File: src/rtl/hdlc_rx_pkg.sv
package hdlc_rx_pkg;

    localparam logic [7:0]  FLAG_BYTE    = 8'h7E;
    localparam logic [7:0]  ESC_BYTE     = 8'h7D;
    localparam logic [7:0]  ESC_MASK     = 8'h20;
    localparam logic [15:0] CRC_SEED     = 16'hFFFF;
    localparam logic [15:0] CRC_RESIDUE  = 16'hF0B8;
    localparam logic [15:0] CRC_POLY_REV = 16'h8408;
    localparam int          FCS_BYTES    = 2;

    typedef enum logic [1:0] {TK_NONE, TK_DATA, TK_FLAG, TK_BREAK} tok_kind_e;

    typedef struct packed {
        tok_kind_e  kind;
        logic [7:0] value;
    } rx_tok_t;

    typedef enum logic [1:0] {ST_HUNT, ST_FRAME, ST_FLUSH} rx_state_e;

    // One byte through the reflected CRC-16 register, LSB first.
    function automatic logic [15:0] crc_update(input logic [15:0] c, input logic [7:0] b);
        logic [15:0] r;
        r = c;
        for (int i = 0; i < 8; i++) begin
            if (r[0] ^ b[i]) r = (r >> 1) ^ CRC_POLY_REV;
            else             r = r >> 1;
        end
        return r;
    endfunction

endpackage

File: src/rtl/hdlc_rx_unstuff.sv
module hdlc_rx_unstuff
    import hdlc_rx_pkg::*;
(
    input  logic       clk,
    input  logic       rst,
    input  logic       rx_valid,
    input  logic [7:0] rx_data,
    input  logic       rx_break,
    output rx_tok_t    tok
);
    logic esc_q;

    always_comb begin
        tok.kind  = TK_NONE;
        tok.value = rx_data;
        if (rx_break) begin
            tok.kind = TK_BREAK;
        end else if (rx_valid) begin
            if (rx_data == FLAG_BYTE) begin
                tok.kind = TK_FLAG;
            end else if (rx_data != ESC_BYTE) begin
                tok.kind  = TK_DATA;
                tok.value = esc_q ? (rx_data ^ ESC_MASK) : rx_data;
            end
        end
    end

    always_ff @(posedge clk) begin
        if (rst) begin
            esc_q <= 1'b0;
        end else if (rx_break) begin
            esc_q <= 1'b0;
        end else if (rx_valid) begin
            esc_q <= (rx_data == ESC_BYTE);
        end
    end
endmodule

File: src/rtl/hdlc_rx_crc.sv
module hdlc_rx_crc
    import hdlc_rx_pkg::*;
(
    input  logic       clk,
    input  logic       rst,
    input  logic       clear,
    input  logic       advance,
    input  logic [7:0] din,
    output logic       crc_ok
);
    logic [15:0] crc_q;

    always_ff @(posedge clk) begin
        if (rst || clear) crc_q <= CRC_SEED;
        else if (advance) crc_q <= crc_update(crc_q, din);
    end

    assign crc_ok = (crc_q == CRC_RESIDUE);
endmodule

File: src/rtl/hdlc_rx_hold.sv
module hdlc_rx_hold #(
    parameter int DEPTH = 2,
    localparam int CW = $clog2(DEPTH + 1)
) (
    input  logic          clk,
    input  logic          rst,
    input  logic          clear,
    input  logic          push,
    input  logic [7:0]    din,
    input  logic          pop,
    output logic [CW-1:0] cnt,
    output logic          full,
    output logic [7:0]    oldest
);
    logic [CW-1:0] cnt_q;
    logic [7:0]    slot_q [DEPTH];
    logic          shift;

    assign full   = (cnt_q == CW'(DEPTH));
    assign shift  = (push && full) || (pop && cnt_q != '0);
    assign cnt    = cnt_q;
    assign oldest = slot_q[0];

    for (genvar g = 0; g < DEPTH; g++) begin : g_slot
        logic [7:0] q;
        logic [7:0] nxt;
        if (g == DEPTH - 1) begin : g_last
            assign nxt = push ? din : q;
        end else begin : g_inner
            assign nxt = slot_q[g+1];
        end
        always_ff @(posedge clk) begin
            if (rst) begin
                q <= '0;
            end else if (shift) begin
                q <= nxt;
            end else if (push && !full && cnt_q == CW'(g)) begin
                q <= din;
            end
        end
        assign slot_q[g] = q;
    end

    always_ff @(posedge clk) begin
        if (rst || clear)               cnt_q <= '0;
        else if (push && !full)         cnt_q <= cnt_q + 1'b1;
        else if (pop && cnt_q != '0)    cnt_q <= cnt_q - 1'b1;
    end
endmodule

File: src/rtl/hdlc_rx_brk.sv
module hdlc_rx_brk (
    input  logic clk,
    input  logic rst,
    input  logic rx_break,
    input  logic rx_idle,
    output logic brk_start,
    output logic brk_end
);
    logic in_brk_q;

    always_ff @(posedge clk) begin
        if (rst) begin
            in_brk_q  <= 1'b0;
            brk_start <= 1'b0;
            brk_end   <= 1'b0;
        end else begin
            brk_start <= rx_break && !in_brk_q;
            brk_end   <= in_brk_q && rx_idle && !rx_break;
            if (rx_break)     in_brk_q <= 1'b1;
            else if (rx_idle) in_brk_q <= 1'b0;
        end
    end
endmodule

File: src/rtl/hdlc_rx_framer.sv
module hdlc_rx_framer
    import hdlc_rx_pkg::*;
#(
    parameter int LEN_W = 12
) (
    input  logic             clk,
    input  logic             rst,
    input  logic             rx_valid,
    input  logic [7:0]       rx_data,
    input  logic             rx_break,
    input  logic             rx_idle,
    output logic             out_valid,
    output logic [7:0]       out_data,
    output logic             ev_frame,
    output logic             stat_crc_err,
    output logic             stat_break,
    output logic [LEN_W-1:0] stat_len,
    output logic             ev_brk_start,
    output logic             ev_brk_end
);
    localparam int               HOLD_CW = $clog2(FCS_BYTES + 1);
    localparam logic [LEN_W-1:0] LEN_MAX = '1;
    localparam logic [LEN_W-1:0] LEN_FCS = LEN_W'(FCS_BYTES);

    rx_tok_t          tok;
    rx_state_e        state_q, resume_q;
    logic [LEN_W-1:0] cnt_q, pend_len_q;
    logic             pend_crc_q, pend_brk_q;
    logic             crc_ok, hold_full;
    logic [HOLD_CW-1:0] hold_cnt;
    logic [7:0]       hold_oldest;
    logic             in_frame, is_data, close_flag, is_brk;
    logic             frame_short, hold_clear, hold_pop, crc_clear;

    assign in_frame    = (state_q == ST_FRAME);
    assign is_data     = in_frame && tok.kind == TK_DATA;
    assign close_flag  = in_frame && tok.kind == TK_FLAG;
    assign is_brk      = in_frame && tok.kind == TK_BREAK;
    assign frame_short = (cnt_q < LEN_FCS);
    assign hold_clear  = close_flag && (frame_short || crc_ok);
    assign hold_pop    = (state_q == ST_FLUSH) && hold_cnt != '0;
    assign crc_clear   = (state_q != ST_FLUSH) && tok.kind == TK_FLAG;

    hdlc_rx_unstuff u_unstuff (
        .clk      (clk),
        .rst      (rst),
        .rx_valid (rx_valid),
        .rx_data  (rx_data),
        .rx_break (rx_break),
        .tok      (tok)
    );

    hdlc_rx_crc u_crc (
        .clk     (clk),
        .rst     (rst),
        .clear   (crc_clear),
        .advance (is_data),
        .din     (tok.value),
        .crc_ok  (crc_ok)
    );

    hdlc_rx_hold #(.DEPTH(FCS_BYTES)) u_hold (
        .clk    (clk),
        .rst    (rst),
        .clear  (hold_clear),
        .push   (is_data),
        .din    (tok.value),
        .pop    (hold_pop),
        .cnt    (hold_cnt),
        .full   (hold_full),
        .oldest (hold_oldest)
    );

    hdlc_rx_brk u_brk (
        .clk       (clk),
        .rst       (rst),
        .rx_break  (rx_break),
        .rx_idle   (rx_idle),
        .brk_start (ev_brk_start),
        .brk_end   (ev_brk_end)
    );

    always_ff @(posedge clk) begin
        if (rst) begin
            state_q      <= ST_HUNT;
            resume_q     <= ST_HUNT;
            cnt_q        <= '0;
            pend_len_q   <= '0;
            pend_crc_q   <= 1'b0;
            pend_brk_q   <= 1'b0;
            out_valid    <= 1'b0;
            out_data     <= '0;
            ev_frame     <= 1'b0;
            stat_crc_err <= 1'b0;
            stat_break   <= 1'b0;
            stat_len     <= '0;
        end else begin
            out_valid <= (is_data && hold_full) || hold_pop;
            if ((is_data && hold_full) || hold_pop) out_data <= hold_oldest;
            ev_frame <= 1'b0;

            unique case (state_q)
                ST_HUNT: begin
                    if (tok.kind == TK_FLAG) begin
                        state_q <= ST_FRAME;
                        cnt_q   <= '0;
                    end
                end
                ST_FRAME: begin
                    if (is_data) begin
                        if (cnt_q != LEN_MAX) cnt_q <= cnt_q + 1'b1;
                    end else if (close_flag) begin
                        cnt_q <= '0;
                        if (!frame_short) begin
                            if (crc_ok) begin
                                ev_frame     <= 1'b1;
                                stat_crc_err <= 1'b0;
                                stat_break   <= 1'b0;
                                stat_len     <= cnt_q - LEN_FCS;
                            end else begin
                                pend_crc_q <= 1'b1;
                                pend_brk_q <= 1'b0;
                                pend_len_q <= cnt_q;
                                resume_q   <= ST_FRAME;
                                state_q    <= ST_FLUSH;
                            end
                        end
                    end else if (is_brk) begin
                        cnt_q <= '0;
                        if (cnt_q == '0) begin
                            state_q <= ST_HUNT;
                        end else begin
                            pend_crc_q <= 1'b0;
                            pend_brk_q <= 1'b1;
                            pend_len_q <= cnt_q;
                            resume_q   <= ST_HUNT;
                            state_q    <= ST_FLUSH;
                        end
                    end
                end
                ST_FLUSH: begin
                    if (hold_cnt == '0) begin
                        ev_frame     <= 1'b1;
                        stat_crc_err <= pend_crc_q;
                        stat_break   <= pend_brk_q;
                        stat_len     <= pend_len_q;
                        state_q      <= resume_q;
                    end
                end
                default: state_q <= ST_HUNT;
            endcase
        end
    end
endmodule

File: config.mk
export PLATFORM = sky130hd
export DESIGN_NAME = hdlc_rx_framer
export DESIGN_NICKNAME = d
export VERILOG_FILES = /design/src/rtl/hdlc_rx_pkg.sv /design/src/rtl/hdlc_rx_unstuff.sv /design/src/rtl/hdlc_rx_crc.sv /design/src/rtl/hdlc_rx_hold.sv /design/src/rtl/hdlc_rx_brk.sv /design/src/rtl/hdlc_rx_framer.sv
export SDC_FILE = /design/constraint.sdc
export NUM_CORES = 1
export LEC_CHECK = 0
export BUFFER_PORTS_ARGS = -buffer_cell sky130_fd_sc_hd__buf_2
export CAP_MARGIN = 20
export CORE_ASPECT_RATIO = 1.75
export CORE_MARGIN = 2
export CORE_UTILIZATION = 40
export CTS_CLUSTER_SIZE = 40
export DETAILED_ROUTE_END_ITERATION = 8
export GPL_ROUTABILITY_DRIVEN = 0
export PLACE_DENSITY = 0.59
export SLEW_MARGIN = 25
export SYNTH_ARGS = -nofsm -noshare
export SYNTH_HDL_FRONTEND = slang
export SYNTH_SLANG_ARGS = --single-unit
File: constraint.sdc
create_clock -name clk -period 2.9 [get_ports clk]
set_input_delay 0.29 -clock clk [delete_from_list [all_inputs] [get_ports clk]]
set_output_delay 0.29 -clock clk [all_outputs]
set_load 0.05 [all_outputs]
# == Word level (Yosys, flattened, before mapping) ==
# Index checks and enable logic that the tools add are counted.
# op_classes
bitwise_logic,18
order_cmp,1
reduce_logical,39
eq_ne,28
muxes,93
addsub,4
# op_table
op,count
16-bit 2-to-1 mux,22
12-bit 2-to-1 mux,15
8-bit 2-to-1 mux,7
12-bit case mux with 2 select lines,2
2-bit 2-to-1 mux,17
2-bit NOT with 3-bit output,8
1-bit 2-to-1 mux,23
6-bit AND reduction,3
16-bit == test (second input constant),1
8-bit by 7-bit == test with 1-bit output (second input constant),2
2-bit inequality test (second input constant),8
2-bit nonzero test,8
1-bit logical AND,14
12-bit by 1-bit adder with 12-bit output (second input constant),1
12-bit zero test,1
12-bit by 2-bit < comparator with 1-bit output (second input constant),1
12-bit inequality test (second input constant),1
12-bit by 2-bit subtractor with 12-bit output (second input constant),1
10-bit 2-to-1 mux,1
9-bit 2-to-1 mux,1
3-bit inequality test (second input constant),3
2-bit == test (second input constant),4
8-bit by 7-bit inequality test with 1-bit output (second input constant),1
1-bit XOR,8
16 further kinds,30
# totals
word_cells,203
in_bits,13
out_inout_bits,26
register_bits,92

# == Logic depth before layout (Yosys ltp) ==
# depth
word_depth,36
depth_mapped,9

# == By module ==
# Synthesis repeated with hierarchy kept, for this count alone.
# hier_totals
hier_cells,518
hier_area_um2,4818.4
# modules_own_cells
mod,area_per_inst_um2,seq_area_each_um2,instances,cells_each
hdlc_rx_framer,2620.0,1041.0,1,293
hdlc_rx_hold,969.7,360.3,1,106
hdlc_rx_crc,963.4,320.3,1,88
hdlc_rx_unstuff,172.7,20.0,1,23
hdlc_rx_brk,92.6,60.1,1,8

# == Worst setup path after synthesis ==
# No wires, ideal clock.
# synth_timing
kind,register to register
start,reg cnt_q[4]
end,reg pend_len_q[10]
path_slack_ns,0.569
arrival_time_ns,2.213
stages_incl_launch_ff,9
path_buffers,3
path_cell_list,dfxtp_1 buf_6 or3_1 buf_2 or4_1 a2111o_1 a21boi_4 buf_8 mux2i_1
# synth_between
elab_chain_cells,3
word_cells_on_any_way,5
classes_between,order compare (1); eq/ne (2); reduce/logical (2)
# synth_lines
item,line_no,text
start: declaration,hdlc_rx_framer.sv:27,"logic [LEN_W-1:0] cnt_q, pend_len_q;"
start signal: assignment,hdlc_rx_framer.sv:111,if (cnt_q != LEN_MAX) cnt_q <= cnt_q + 1'b1;
12-bit by 2-bit < comparator with 1-bit output or 12-bit zero test (tied branches),"hdlc_rx_framer.sv:39, hdlc_rx_framer.sv:130",
2-bit inequality test (no source line),--,
6-bit AND reduction (no source line) (*),--,
end signal: assignment,hdlc_rx_framer.sv:123,pend_len_q <= cnt_q;
end signal: assignment,hdlc_rx_framer.sv:135,pend_len_q <= cnt_q;
end: declaration,hdlc_rx_framer.sv:27,
# Every way passes the cells marked *; elsewhere a longest branch is shown, timed or not.
# A chain may end at the register's enable or synchronous reset.

# == Worst setup path in the final report ==
# layout_timing
start,reg u_crc.crc_q[12]
end,reg stat_len[2]
# layout_between
elab_chain_cells,3
# layout_lines
item,line_no,text
start: declaration,hdlc_rx_crc.sv:11,logic [15:0] crc_q;
start signal: assignment,hdlc_rx_crc.sv:15,"else if (advance) crc_q <= crc_update(crc_q, din);"
16-bit == test,hdlc_rx_crc.sv:18,assign crc_ok = (crc_q == CRC_RESIDUE);
2-bit inequality test (no source line),--,
6-bit AND reduction (no source line),--,
end signal: assignment,hdlc_rx_framer.sv:119,stat_len <= cnt_q - LEN_FCS;
end signal: assignment,hdlc_rx_framer.sv:146,stat_len <= pend_len_q;
end: declaration,hdlc_rx_framer.sv:17,"output logic [LEN_W-1:0] stat_len,"
# No other way between the ends.

==> metrics.cfg <==
[floorplanning]
start_util_pct=41.1
num_rows=51
coreArea_sq_um=11200
die_x_um=85.0
io-pin-count=39
die-area_sq_um=12400
fp.dieH_um=146

[synth]
synth_top_family_by_area=simple AND/OR/NAND/NOR gates
synthCells=521
syn_nets=545
yosys.area_share.adder_pct=3.00
seq_area_frac_synth_pct=39.3
avgSynthCellArea_sq_um=8.80
synth_common_cells=90 x dfxtp_1, 59 x nand2_1, 40 x mux2i_1
ys_ff_latch=90
muxShareOfSynthArea_pct=8.73
ys.flop_type=dfxtp_1
synthSimpleGateAreaFrac_pct=20.9
mappedNetlistArea_sq_um=4590
yosysUniqueCellTypes=58
async_reset_ff_share_pct=0
ys_warn_count=0
synth.top_cell.area_share_pct=39.3
synth_edf_count=0
synth.most_common_cell=dfxtp_1
synth_compound_area_share_pct=17.0
yosys.area.top_type=dfxtp_1
yosys-top-cells-area=dfxtp_1 39%, mux2i_1 8.7%, nand2_1 4.8%
synthXorXnorAreaFrac_pct=6.22

[drt]
drtAntennaViolNets=0
routed_wl_mm=11.7
first_pass_iters=4
wire_per_inst_um=17.1
drt_iter0_drc=106
num_vias=3937
viasPerCell=5.75
drc=0

[layout]
multi_input_comb_area_sq_um=2570
post-route-util_pct=46.5
regArea_sq_um=1800
syn_to_final_growth_pct=13.2
fillers=1057
antennaDiodeCount=0
drive_gt1_share_pct=16.6
nets=573

[grt]
grt_pass1_wl_mm=19.1
grt_use_total_pct=19.4
gr-total-overflow=0
first_global_vias=3856
grt_max_degree=31
antenna_found_initial=0

[hold_path]
hold_path.class=input pin to flop

[sta]
min_period_ns=2.51
setup_tns_ns=0
slew_viol_final=0
max_freq_ghz=0.399
slew_headroom_pct=49.8
period_share_pct=86.5
worst_slew_pin_slew_ns=0.747
fin_worst_skew_ns=0.00565
rsz0062_at_grt=false
final_hold_viol_count=0
finalSetupViolCount=0

[power_and_ir_drop]
ir_drop_uv=413
clkPwrFrac_pct=39.7
p_per_area_nw_per_um2=539
combinationalPowerShare_pct=13.8
p_int_mw=1.98
p_sw_share_pct=29.1
pwr-share-seq_pct=46.5
p_switching_uw=814
p_leak_nw=2.12

[flow_run]
cap_violations=0

[worst_setup_path]
startpoint_type=flop
endpoint_kind=flop
cp.required_ns=3.15
criticalPathCategory=flop to flop
arrival_ns=2.75
crit_path_max_fanout=9

[place]
hpwl_mm=8.64
numPortBuffers=38

[clock_tree]
cts_root_buffer=clkbuf_16
post_cts_buffers=0
clk_path_buf_depth=2
htree_levels=3
ctsResizeCount=0
clkLatencyLatePin_ns=0.35
clk_pin_slew_ns=0.07
hold_buffers=0
cts_buffers=9
cts_tree=built
cts.sinks=90

[status]
status=finished, final reports clean

[state kept, by name, indices dropped and copies added (netlist names), 2 cells and up]
signal	flops
stat_len	12
u_hold.oldest	8
u_hold.g_slot.nxt	8
out_data	8
pend_len_q	12
cnt_q	12
u_crc.crc_q	16
state_q	2
u_hold.cnt	2
[metal layers]
metal	track usage (%)	up-vias	wire [um]	part of all wire (%)
met4	9.68	0	420	3.6
li1	-	1928	-	-
met2	36.4	80	6530	56
met1	19.6	1902	4440	38
met3	4.03	27	348	3.0
met5	0	-	0	0
[kinds of logic (layout without fill, tap and decap cells)]
kind of cell / Yosys count / in the layout
AND/OR/NAND/NOR: 183 / 183
AO/OA/AOI/OAI: 114 / 114
flip-flops: 90 / 90
buffers and inverters: 52 / 84
multiplexers: 40 / 40
XOR/XNOR: 31 / 31
adder cells (fa/ha/maj): 11 / 11
[power groups by stage]
stage | Clock, mW | Combinational [mW] | Sequential, mW
after detailed placement | 0 | 0.384 | 1.33
after global placement | 0 | 0.380 | 1.33
after global routing | 1.18 | 0.413 | 1.31
after CTS | 1.14 | 0.386 | 1.30
final | 1.11 | 0.385 | 1.30
after floorplan | 0 | 0.198 | 1.41
[final cells by class]
cell class | count | area share, %
multi-input cells | 379 | 49.6
flip-flops and latches | 90 | 34.7
repair buffers | 56 | 6.26
clock buffers | 9 | 4.34
well taps | 132 | 3.18
clock inverters | 6 | 1.04
inverters | 13 | 0.940
[cells in the final DEF (no fill, tap or decap), drive strengths merged, types with 11 or more instances in the layout]
cell type,synthesis,final
o211ai,13,13
nand2,59,59
nor2,37,37
o21ai,23,23
mux2i,40,40
inv,13,14
buf,10,56
a21oi,29,29
o31ai,12,12
dfxtp,90,90
ha,11,11
or4,15,15
xnor2,20,20
[worst paths after layout]
check	start	end	slack (ns)	depth (start not counted)
worst min-delay path	rx_idle	u_brk.brk_end	0.19	3
worst min register to register	pend_len_q[11]	pend_len_q[11]	0.46	2
worst max register to register	u_crc.crc_q[12]	stat_len[2]	0.39	5
worst max-delay path	u_crc.crc_q[12]	stat_len[2]	0.39	5
[worst max-delay path: stages (launching register included)]
cell and delay, ns:
dfxtp_1 0.39, nor4bb_1 0.35, nand4_1 0.27, o31ai_1 0.68, nand2_1 0.38, a31o_2 0.34
[metrics by stage]
stage | worst slack [ns] | power [mW] | cell area [sq um] | instances | hold slack (ns)
after CTS | 0.395 | 2.83 | 5180 | 685 | 0.179
final | 0.392 | 2.80 | 5190 | 685 | 0.191
after detailed placement | 0.347 | 1.71 | 4910 | 670 | 0.448
after global routing | 0.195 | 2.90 | 5190 | 685 | 0.209
after global placement | 0.426 | 1.71 | 4910 | 670 | 0.435
after floorplan | 0.569 | 1.61 | 4590 | 521 | 0.415
No activity file was read; power rests on OpenSTA's default activity.
